--- config.mk ---
export PLATFORM = sky130hd
export DESIGN_NAME = bwz_monitor
export DESIGN_NICKNAME = d
export VERILOG_FILES = /design/src/rtl/bwz_pkg.sv /design/src/rtl/bwz_window.sv /design/src/rtl/bwz_classify.sv /design/src/rtl/bwz_zone_bank.sv /design/src/rtl/bwz_monitor.sv
export SDC_FILE = /design/constraint.sdc
export NUM_CORES = 1
export LEC_CHECK = 0
export BUFFER_PORTS_ARGS = -buffer_cell sky130_fd_sc_hd__buf_2
export CAP_MARGIN = 20
export CORE_MARGIN = 5
export CORE_UTILIZATION = 35
export DETAILED_ROUTE_END_ITERATION = 10
export PLACE_DENSITY_LB_ADDON = 0.05
export SYNTH_ARGS = -nofsm -noshare
export SYNTH_HDL_FRONTEND = slang
export SYNTH_HIERARCHICAL = 1
export SYNTH_SLANG_ARGS = --single-unit
--- constraint.sdc ---
create_clock -name clk -period 19.71 [get_ports clk]
set_input_delay 0.9855 -clock clk [delete_from_list [all_inputs] [get_ports clk]]
set_output_delay 0.9855 -clock clk [all_outputs]
set_load 0.05 [all_outputs]
--- src/rtl/bwz_pkg.sv ---
package bwz_pkg;
    localparam int NZ    = 4;       // zones, fixed by three thresholds
    localparam int ZW    = 2;       // zone index width
    localparam int FLD_W = 8;       // action field / hit limit width
    localparam int HIT_W = 8;       // hit counter width
    localparam logic [HIT_W-1:0] LIM_OFF = '1;   // limit value that silences a zone

    typedef enum logic [1:0] {
        SLOT_HOLD  = 2'd0,
        SLOT_CLR   = 2'd1,
        SLOT_INC   = 2'd2,
        SLOT_HOLD3 = 2'd3
    } slot_e;
endpackage

--- src/rtl/bwz_window.sv ---
module bwz_window #(
    parameter int WIN_W     = 24,
    parameter int BYTES_W   = 16,
    parameter int CNT_W     = 12,
    parameter int UNIT_LOG2 = 6
) (
    input  logic               clk,
    input  logic               rst_n,
    input  logic               en,
    input  logic               clr_win,
    input  logic               tick,
    input  logic               xfer_vld,
    input  logic [BYTES_W-1:0] xfer_bytes,
    input  logic [WIN_W-1:0]   win_len,
    output logic               win_end,
    output logic [CNT_W-1:0]   win_cnt
);
    localparam int ACC_W = CNT_W + UNIT_LOG2;

    typedef struct packed {
        logic [WIN_W-1:0] ticks;
        logic [ACC_W-1:0] acc;
    } win_st_t;

    win_st_t st_d, st_q;
    logic [ACC_W:0]   sum_w;
    logic [ACC_W-1:0] acc_now;
    logic [WIN_W:0]   tick_next;

    always_comb begin
        sum_w     = {1'b0, st_q.acc}
                  + (xfer_vld ? {{(ACC_W + 1 - BYTES_W){1'b0}}, xfer_bytes} : '0);
        acc_now   = sum_w[ACC_W] ? {ACC_W{1'b1}} : sum_w[ACC_W-1:0];
        tick_next = {1'b0, st_q.ticks} + 1'b1;
        win_end   = en && tick && !clr_win && (tick_next >= {1'b0, win_len});
        win_cnt   = acc_now[ACC_W-1:UNIT_LOG2];

        st_d = st_q;
        if (clr_win) begin
            st_d = '0;
        end else if (en) begin
            if (win_end) begin
                st_d = '0;
            end else begin
                st_d.acc = acc_now;
                if (tick) st_d.ticks = tick_next[WIN_W-1:0];
            end
        end
    end

    always_ff @(posedge clk) begin
        if (!rst_n) st_q <= '0;
        else        st_q <= st_d;
    end

    // the accumulator only drops at a window close or a clear
    a_r4_acc_no_wrap: assert property (@(posedge clk) disable iff (!rst_n)
        (!$past(clr_win) && !$past(win_end)) |-> st_q.acc >= $past(st_q.acc));

    // with the monitor disabled and no clear, window state is frozen
    a_r12_hold_when_off: assert property (@(posedge clk) disable iff (!rst_n)
        (!$past(en) && !$past(clr_win)) |-> $stable(st_q));

    // a clear leaves the window empty
    a_r10_clear_empties: assert property (@(posedge clk) disable iff (!rst_n)
        clr_win |=> (st_q.ticks == '0 && st_q.acc == '0));
endmodule

--- src/rtl/bwz_classify.sv ---
module bwz_classify #(
    parameter int CNT_W = 12
) (
    input  logic [CNT_W-1:0] cnt,
    input  logic [CNT_W-1:0] thr_lo,
    input  logic [CNT_W-1:0] thr_med,
    input  logic [CNT_W-1:0] thr_hi,
    output logic [1:0]       zone
);
    always_comb begin
        if (cnt >= thr_hi)       zone = 2'd3;
        else if (cnt >= thr_med) zone = 2'd2;
        else if (cnt >= thr_lo)  zone = 2'd1;
        else                     zone = 2'd0;
    end
endmodule

--- src/rtl/bwz_zone_bank.sv ---
module bwz_zone_bank
    import bwz_pkg::*;
#(
    parameter int CNT_W = 12
) (
    input  logic                  clk,
    input  logic                  rst_n,
    input  logic                  win_end,
    input  logic [ZW-1:0]         win_zone,
    input  logic [CNT_W-1:0]      win_cnt,
    input  logic [NZ*FLD_W-1:0]   act_word,
    input  logic [NZ*FLD_W-1:0]   hit_lim,
    input  logic                  clr_win,
    input  logic                  clr_all,
    output logic [NZ-1:0]         zone_evt,
    output logic [NZ*CNT_W-1:0]   zone_max
);
    typedef struct packed {
        logic [NZ-1:0][HIT_W-1:0] hits;
        logic [NZ-1:0][CNT_W-1:0] maxv;
        logic [NZ-1:0]            evt;
    } bank_st_t;

    bank_st_t st_d, st_q;
    logic [FLD_W-1:0] fld;

    always_comb begin : next_state
        logic [HIT_W-1:0] nh;
        logic [HIT_W-1:0] lim;
        slot_e            slot;
        fld   = act_word[win_zone*FLD_W +: FLD_W];
        st_d  = st_q;
        st_d.evt = '0;
        nh    = '0;
        lim   = '0;
        slot  = SLOT_HOLD;
        if (clr_win) begin
            st_d.hits = '0;
            if (clr_all) st_d.maxv = '0;
        end else if (win_end) begin
            if (win_cnt > st_q.maxv[win_zone]) st_d.maxv[win_zone] = win_cnt;
            for (int k = 0; k < NZ; k++) begin
                slot = slot_e'(fld[2*k +: 2]);
                lim  = hit_lim[k*FLD_W +: FLD_W];
                nh   = (st_q.hits[k] == '1) ? st_q.hits[k] : st_q.hits[k] + 1'b1;
                case (slot)
                    SLOT_CLR: st_d.hits[k] = '0;
                    SLOT_INC: begin
                        if (nh == lim && lim != LIM_OFF) begin
                            st_d.evt[k]  = 1'b1;
                            st_d.hits[k] = '0;
                        end else begin
                            st_d.hits[k] = nh;
                        end
                    end
                    default: st_d.hits[k] = st_q.hits[k];
                endcase
            end
        end
    end

    always_ff @(posedge clk) begin
        if (!rst_n) st_q <= '0;
        else        st_q <= st_d;
    end

    assign zone_evt = st_q.evt;

    for (genvar k = 0; k < NZ; k++) begin : g_zone
        assign zone_max[k*CNT_W +: CNT_W] = st_q.maxv[k];

        // an event follows a close and never comes from a silenced limit
        a_r7_evt_after_close: assert property (@(posedge clk) disable iff (!rst_n)
            zone_evt[k] |-> ($past(win_end) && !$past(clr_win)
                             && $past(hit_lim[k*FLD_W +: FLD_W]) != LIM_OFF));

        // peaks never shrink except on a full clear
        a_r9_peak_mono: assert property (@(posedge clk) disable iff (!rst_n)
            !$past(clr_all) |-> st_q.maxv[k] >= $past(st_q.maxv[k]));

        // only the landing zone's peak may move
        a_r9_peak_only_landed: assert property (@(posedge clk) disable iff (!rst_n)
            ($past(win_end) && $past(win_zone) != k && !$past(clr_win))
                |-> $stable(st_q.maxv[k]));

        // a full clear empties every peak
        a_r11_full_clear: assert property (@(posedge clk) disable iff (!rst_n)
            clr_all |=> st_q.maxv[k] == '0);
    end
endmodule

--- src/rtl/bwz_monitor.sv ---
module bwz_monitor
    import bwz_pkg::*;
#(
    parameter int WIN_W     = 24,
    parameter int BYTES_W   = 16,
    parameter int CNT_W     = 12,
    parameter int UNIT_LOG2 = 6
) (
    input  logic                 clk,
    input  logic                 rst_n,
    input  logic                 mon_en,
    input  logic [1:0]           clr_req,
    input  logic                 tick,
    input  logic                 xfer_vld,
    input  logic [BYTES_W-1:0]   xfer_bytes,
    input  logic [WIN_W-1:0]     win_len,
    input  logic [CNT_W-1:0]     thr_lo,
    input  logic [CNT_W-1:0]     thr_med,
    input  logic [CNT_W-1:0]     thr_hi,
    input  logic [NZ*FLD_W-1:0]  act_word,
    input  logic [NZ*FLD_W-1:0]  hit_lim,
    output logic [NZ-1:0]        zone_evt,
    output logic [NZ*CNT_W-1:0]  zone_max
);
    logic             clr_win, clr_all, win_end;
    logic [CNT_W-1:0] win_cnt;
    logic [ZW-1:0]    win_zone;

    assign clr_win = clr_req[0];
    assign clr_all = clr_req[0] & clr_req[1];

    bwz_window #(
        .WIN_W(WIN_W), .BYTES_W(BYTES_W), .CNT_W(CNT_W), .UNIT_LOG2(UNIT_LOG2)
    ) u_window (
        .clk(clk), .rst_n(rst_n), .en(mon_en), .clr_win(clr_win), .tick(tick),
        .xfer_vld(xfer_vld), .xfer_bytes(xfer_bytes), .win_len(win_len),
        .win_end(win_end), .win_cnt(win_cnt)
    );

    bwz_classify #(.CNT_W(CNT_W)) u_classify (
        .cnt(win_cnt), .thr_lo(thr_lo), .thr_med(thr_med), .thr_hi(thr_hi),
        .zone(win_zone)
    );

    bwz_zone_bank #(.CNT_W(CNT_W)) u_bank (
        .clk(clk), .rst_n(rst_n), .win_end(win_end), .win_zone(win_zone),
        .win_cnt(win_cnt), .act_word(act_word), .hit_lim(hit_lim),
        .clr_win(clr_win), .clr_all(clr_all),
        .zone_evt(zone_evt), .zone_max(zone_max)
    );

    // nothing fires in the cycle after a disabled cycle
    a_r12_no_evt_when_off: assert property (@(posedge clk) disable iff (!rst_n)
        !$past(mon_en) |-> zone_evt == '0);
endmodule

==> results of run 1 <==
-- final cells by class --
cell class | instances | area share, %
clock buffer | 17 | 3.57
clock inverter | 15 | 1.38
tap | 390 | 4.09
inverter | 100 | 3.15
timing repair buffer | 209 | 9.06
sequential | 126 | 21.1
multi-input combinational | 961 | 57.6
-- power by group --
group	total, mW	switching [mW]	internal, mW
sequential	0.256	0.000763	0.255
clock	0.322	0.151	0.171
combinational	0.106	0.0615	0.0450
-- cell usage in the layout, fill, tap and decap left out, types with 15 or more instances in the layout --
master / Yosys / routed
a21o_1: 15 / 15
a21oi_1: 73 / 73
a31oi_1: 15 / 15
and2_1: 22 / 22
and3_1: 20 / 20
buf_2: 11 / 198
clkbuf_16: 0 / 17
dfxtp_1: 126 / 126
ha_1: 97 / 97
inv_1: 99 / 99
mux4_2: 20 / 20
nand2_1: 133 / 133
nand3_1: 53 / 53
nand4_1: 32 / 32
nor2_1: 63 / 63
nor2b_1: 16 / 16
nor3_1: 45 / 45
o21ai_0: 58 / 58
o2bb2ai_1: 49 / 49
xnor2_1: 38 / 38
xor2_1: 18 / 18
-- critical path, stage by stage --
cell and delay [ps]:
buf_2 170, and2_1 160, ha_1 220, fa_1 440
a211oi_1 300, nor4_1 110, nor4_1 330, o21ai_0 190
nand3_1 380, o21ai_0 440, ha_1 420, nand2_1 100
nor2_1 40, a211oi_1 260, o211ai_1 170, o211ai_1 210
buf_4 460, mux4_2 560, inv_1 60, ha_1 230
nor2b_1 130, o21a_1 160, o21a_1 160, o21ai_0 200
a31oi_1 250, o22ai_1 860, o2bb2ai_1 190
-- per-layer routing --
metal / track usage, % / share of wire, % / vias to the layer above
li1: - / - / 4950
met1: 26.3 / 48 / 4587
met2: 31.8 / 46 / 277
met3: 3.51 / 4.7 / 35
met4: 4.26 / 1.5 / 0
met5: 0 / 0 / -
-- cells by family after synthesis --
| group | Yosys count | share of synthesized area (%) |
|---|---|---|
| buffers and inverters | 209 | 9.76 |
| and+or+nand+nor | 461 | 22.9 |
| adders and majority gates | 98 | 11.8 |
| muxes | 26 | 4.93 |
| DFF | 126 | 24.2 |
| xor gates and xnor gates | 56 | 4.71 |
| AOI/OAI and AO/OA | 320 | 21.6 |
-- flip-flops by register name, summed over array words and instances, names as in the netlist --
register,flops
u_bank/zone_max,48
u_bank/zone_evt,4
u_window/st_q,42
u_bank/st_q,32
-- per-stage QoR --
| step | cells | setup WS (ps) |
|---|---|---|
| finish | 1818 | 11870 |
| floorplan | 1296 | 12530 |
| CTS | 1817 | 11850 |
| global placement | 1785 | 11470 |
| detailed placement | 1785 | 11410 |
| global route | 1818 | 11130 |
-- worst max-delay path by stage --
| stage | startpoint | to | slack (ps) | cells after the start |
|---|---|---|---|---|
| finish | xfer_vld | u_bank/zone_max[26] | 11870 | 27 |
| global route | xfer_vld | u_bank/zone_max[27] | 11130 | 27 |
| CTS | xfer_vld | u_bank/zone_max[34] | 11850 | 27 |
| detailed placement | xfer_vld | u_bank/zone_max[25] | 11410 | 27 |
| global placement | xfer_vld | u_bank/zone_max[34] | 11470 | 27 |
| floorplan | xfer_bytes[0] | u_bank/zone_max[19] | 12530 | 28 |
==> results_dict.tcl, run 1 <==
set metrics [dict create \
    dp_hpwl_um 25300 \
    syn_area_mm2 0.0104 \
    period_share_pct 39.8 \
    r2r_cells 25 \
    synthTopCellsByArea "dfxtp_1, ha_1, nand2_1" \
    grt_max_degree 28 \
    holdPathEnd "u_window/st_q[34]" \
    worstSetupPathType "input port to flip-flop" \
    io_buffer_count 198 \
    h-tree-depth 4 \
    final_nets 1660 \
    core_area_mm2 0.0295 \
    dieArea_mm2 0.0333 \
    maxSlewHeadroom_pct 30.6 \
    regArea_mm2 0.00252 \
    routed_wl_um 32800 \
    placed_cell_area_mm2 0.0113 \
    gp_congestion 0.850 \
    die_w_um 182 \
    worstPathMaxFanout 24 \
    first_iter_violations 503 \
    clockBufferDepth 2 \
    ys_seq_elements 126 \
    r2r_start "u_window/st_q[0]" \
    holdBufCountCts 0 \
    antenna_found_initial 0 \
    hold_ws_ps 457 \
    crit_arrival_ps 8190 \
    p_total_mw 0.685 \
    std_cell_rows 63 \
    fillCellCount 3130 \
    finish.instance_area_mm2 0.0119 \
    postLayoutCoreUtil_pct 40.5 \
    yosysWarnings 6 \
    netlist_instances 1296 \
    grt_pass1_wl_um 52200 \
    root_buffer "clkbuf_16" \
    ys.flop_type "dfxtp_1" \
    synth_top_area_share_pct 24.2 \
    worstMarginPinSlew_ps 1040 \
    rsz0062_at_grt "false" \
    drtPass1Iterations 6 \
    grt_usage_pct 19.2 \
    tns_ps 0 \
    setup_violations 0 \
    holdPathStages 2 \
    status "complete, no violations" \
    io_pins 199 \
    path_clk_slew_ps 80 \
    synth.largest_area_cell "dfxtp_1" \
    clock_sinks 126 \
    drc 0 \
    finalHoldViolations 0 \
    ff2ff_setup_slack_ps 12440 \
    hold_path.class "flip-flop to flip-flop" \
    p_leak_nw 5.09 \
    synth-edff-count 0 \
    cts_tree "built" \
    vias 9849 \
    r2r-end "u_bank/zone_max[26]" \
    start_util_pct 35.3 \
    area_growth_pct 14.6 \
    postCtsSetupBuffers 0 \
    start_kind "input port" \
    cts_buffers 17 \
    clock_latency_ps 430 \
    multiInputGateArea_mm2 0.00687 \
    viasPerCell 5.42 \
    min_from "u_window/st_q[34]" \
    synth_nets 1541 \
    worst_ep_required_time_ps 20070 \
    max_freq_ghz 0.128 \
    wire_per_inst_um 18.0 \
    synth_area_per_cell_um2 8.03 \
    drv_slew 0 \
    ctsResizeCount 0 \
    async_reset_ff_share_pct 0 \
    skew_ps 15.6 \
    die_y_um 182 \
    ys_seq_area_share_pct 24.2 \
    peakVddDrop_mv 0.0462 \
    synthTopCellsByCount "nand2_1, dfxtp_1, inv_1, ha_1, a21oi_1" \
    cap_violations 0 \
    min_period_ps 7840 \
    drive_above_1_share_pct 20.4 \
    grt-ovfl-total 0 \
    n_antenna_cell 0 \
    yosysMostFrequentCell "nand2_1" \
    critPathCaptureType "flip-flop" \
    antenna_left 0 \
    yosysUniqueCellTypes 84 \
    grt_pass1_vias 9742 \
    powerDensity_mw_per_mm2 57.4 \
]
Power figures use the tool's default switching activity.
==> run 2: changes to the inputs <==
Settings changed: ABC_AREA from default to 1.
Clock period 19.71 ns to 6.8 ns, I/O delays scaled along.
==> results_dict.tcl, run 2 <==
set metrics [dict create \
    first_iter_violations 678 \
    r2r_start "u_window/st_q[0]" \
    h-tree-depth 4 \
    min_from "hit_lim[5]" \
    ys_seq_area_share_pct 22.2 \
    status "complete, no violations" \
    crit_top_cell "nand2_1" \
    grt_pass1_wl_um 55700 \
    dieArea_mm2 0.0361 \
    std_cell_rows 66 \
    holdBufCountCts 0 \
    cp_slowest_stage_delay_ps 460 \
    min_period_ps 6050 \
    dpl_worst_slack_ps 397 \
    critPathSlowestCell "ha_1" \
    clock_sinks 126 \
    vias 11300 \
    powerDensity_mw_per_mm2 153 \
    viasPerCell 4.83 \
    io_buffer_count 198 \
    routed_wl_um 35000 \
    rsz0062_at_grt "false" \
    area_growth_pct 13.4 \
    path_buf_inv 3 \
    cts_buffers 17 \
    grt-ovfl-total 0 \
    worstSetupPathType "flip-flop to flip-flop" \
    p_leak_nw 6.24 \
    synthTopCellsByCount "nand2_1, inv_1, nand3_1, a21oi_1, dfxtp_1" \
    path_clk_slew_ps 70 \
    wire_per_inst_um 15.0 \
    antenna_left 0 \
    syn_area_mm2 0.0114 \
    io_pins 199 \
    synth.largest_area_cell "dfxtp_1" \
    drive_above_1_share_pct 18.2 \
    yosysMostFrequentCell "nand2_1" \
    synth_area_per_cell_um2 6.49 \
    r2r-end "u_bank/zone_max[45]" \
    drv_slew 0 \
    setup_violations 0 \
    drtPass1Iterations 7 \
    hold_path.class "input port to flip-flop" \
    max_freq_ghz 0.165 \
    tns_ps 0 \
    largest_reg_flops 48 \
    crit_cells 34 \
    clock_latency_ps 430 \
    cp_top_family "simple AND/OR/NAND/NOR gates" \
    async_reset_ff_share_pct 0 \
    crit_arrival_ps 6350 \
    cap_violations 0 \
    holdPathEnd "u_bank/zone_evt[0]" \
    start_util_pct 35.2 \
    final_common_cell "nand2_1" \
    worstPathMaxFanout 20 \
    gp_congestion 0.864 \
    netlist_instances 1750 \
    holdPathStages 4 \
    worst_ep_required_time_ps 7100 \
    maxSlewHeadroom_pct 38.1 \
    drc 0 \
    critPathCaptureType "flip-flop" \
    peakVddDrop_mv 0.161 \
    fillCellCount 3540 \
    skew_ps 10.3 \
    synth_top_area_share_pct 22.2 \
    start_kind "flip-flop" \
    worstMarginPinSlew_ps 928 \
    placed_cell_area_mm2 0.0123 \
    antenna_found_initial 1 \
    finalHoldViolations 0 \
    setup_slack_ps 747 \
    grt_max_degree 50 \
    final_cell_mix "nand2_1, inv_1, buf_2" \
    period_share_pct 89.0 \
    ctsResizeCount 0 \
    yosysWarnings 6 \
    die_w_um 190 \
    final_nets 2120 \
    clockBufferDepth 2 \
    synth-edff-count 0 \
    yosysUniqueCellTypes 53 \
    r2r_cells 34 \
    postCtsSetupBuffers 0 \
    grt_usage_pct 19.0 \
    ys_seq_elements 126 \
    dp_hpwl_um 26900 \
    synth_nets 1995 \
    root_buffer "clkbuf_16" \
    grt_pass1_vias 10800 \
    cts_tree "built" \
    synthTopCellsByArea "dfxtp_1, nand2_1, ha_1" \
    die_y_um 190 \
    core_area_mm2 0.0323 \
    ff2ff_setup_slack_ps 750 \
    ys.flop_type "dfxtp_1" \
    finish.instance_area_mm2 0.0129 \
]
[run 2: cell types whose count changed in the layout (fill, tap and decap cells not counted), sizes merged, moves of 17 or more]
cell / delta
xnor2: -17
nand3: +132
o2bb2ai: -49
nand2: +396
o21ai: -36
and2: -23
a21oi: +104
nor3: -37
nor2: +57
mux4: -20
and3: -18
inv: +116
[run 2: how the worst max path moves through the flow]
stage,start,end
finish,u_window/st_q[0],u_bank/zone_max[45]
global route,u_window/st_q[0],u_bank/zone_max[30]
CTS,u_window/st_q[0],u_bank/zone_max[32]
detailed placement,xfer_vld,u_bank/zone_max[32]
global placement,xfer_vld,u_bank/zone_max[25]
floorplan,xfer_vld,u_bank/zone_max[36]
[run 2: final cells by class]
class / instances / area [µm²] / share of cell area [%]
inverters: 223 / 837 / 6.50
clock buffers: 20 / 467 / 3.63
diodes: 3 / 7.51 / 0.0583
repair buffers: 211 / 1090 / 8.46
clock inverters: 12 / 101 / 0.788
flip-flops and latches: 126 / 2520 / 19.6
well taps: 442 / 553 / 4.30
multi-input cells: 1296 / 7290 / 56.7
[run 2: worst min-delay path, cell delays in order]
cell,delay (ps)
buf_2,100
nand2_1,70
nand4_1,90
nor3_1,50
[run 2: metrics by stage]
step	utilization (%)	cells	total power, mW	hold WS [ps]
global route	39.8	2331	2.07	277
floorplan	-	1750	0.967	450
finish	39.9	2333	1.97	268
CTS	39.8	2330	2.00	258
global placement	38.1	2298	1.09	464
detailed placement	38.1	2298	1.09	465
[run 2: where the power goes]
| group | switching [mW] | total (mW) | internal, mW |
|---|---|---|---|
| clock | 0.392 | 0.896 | 0.504 |
| combinational | 0.207 | 0.329 | 0.122 |
| sequential | 0.00217 | 0.743 | 0.741 |
[run 2: kinds of logic after synthesis]
| logic type | after synthesis | share of synthesized area (%) |
|---|---|---|
| buf+inv | 328 | 13.6 |
| xor+xnor | 41 | 3.67 |
| fa+ha+maj | 98 | 10.9 |
| flops | 126 | 22.2 |
| compound gates | 271 | 14.1 |
| simple gates | 886 | 35.5 |
[run 2: layer usage]
metal	vias to the layer above	part of all wire, %	global-route usage, %	routed length, µm
met2	215	48	32.6	17000
met1	5119	46	24.9	16100
met3	31	4.0	3.14	1410
met4	0	1.4	4.70	495
li1	5912	-	-	-
met5	-	0	0	0
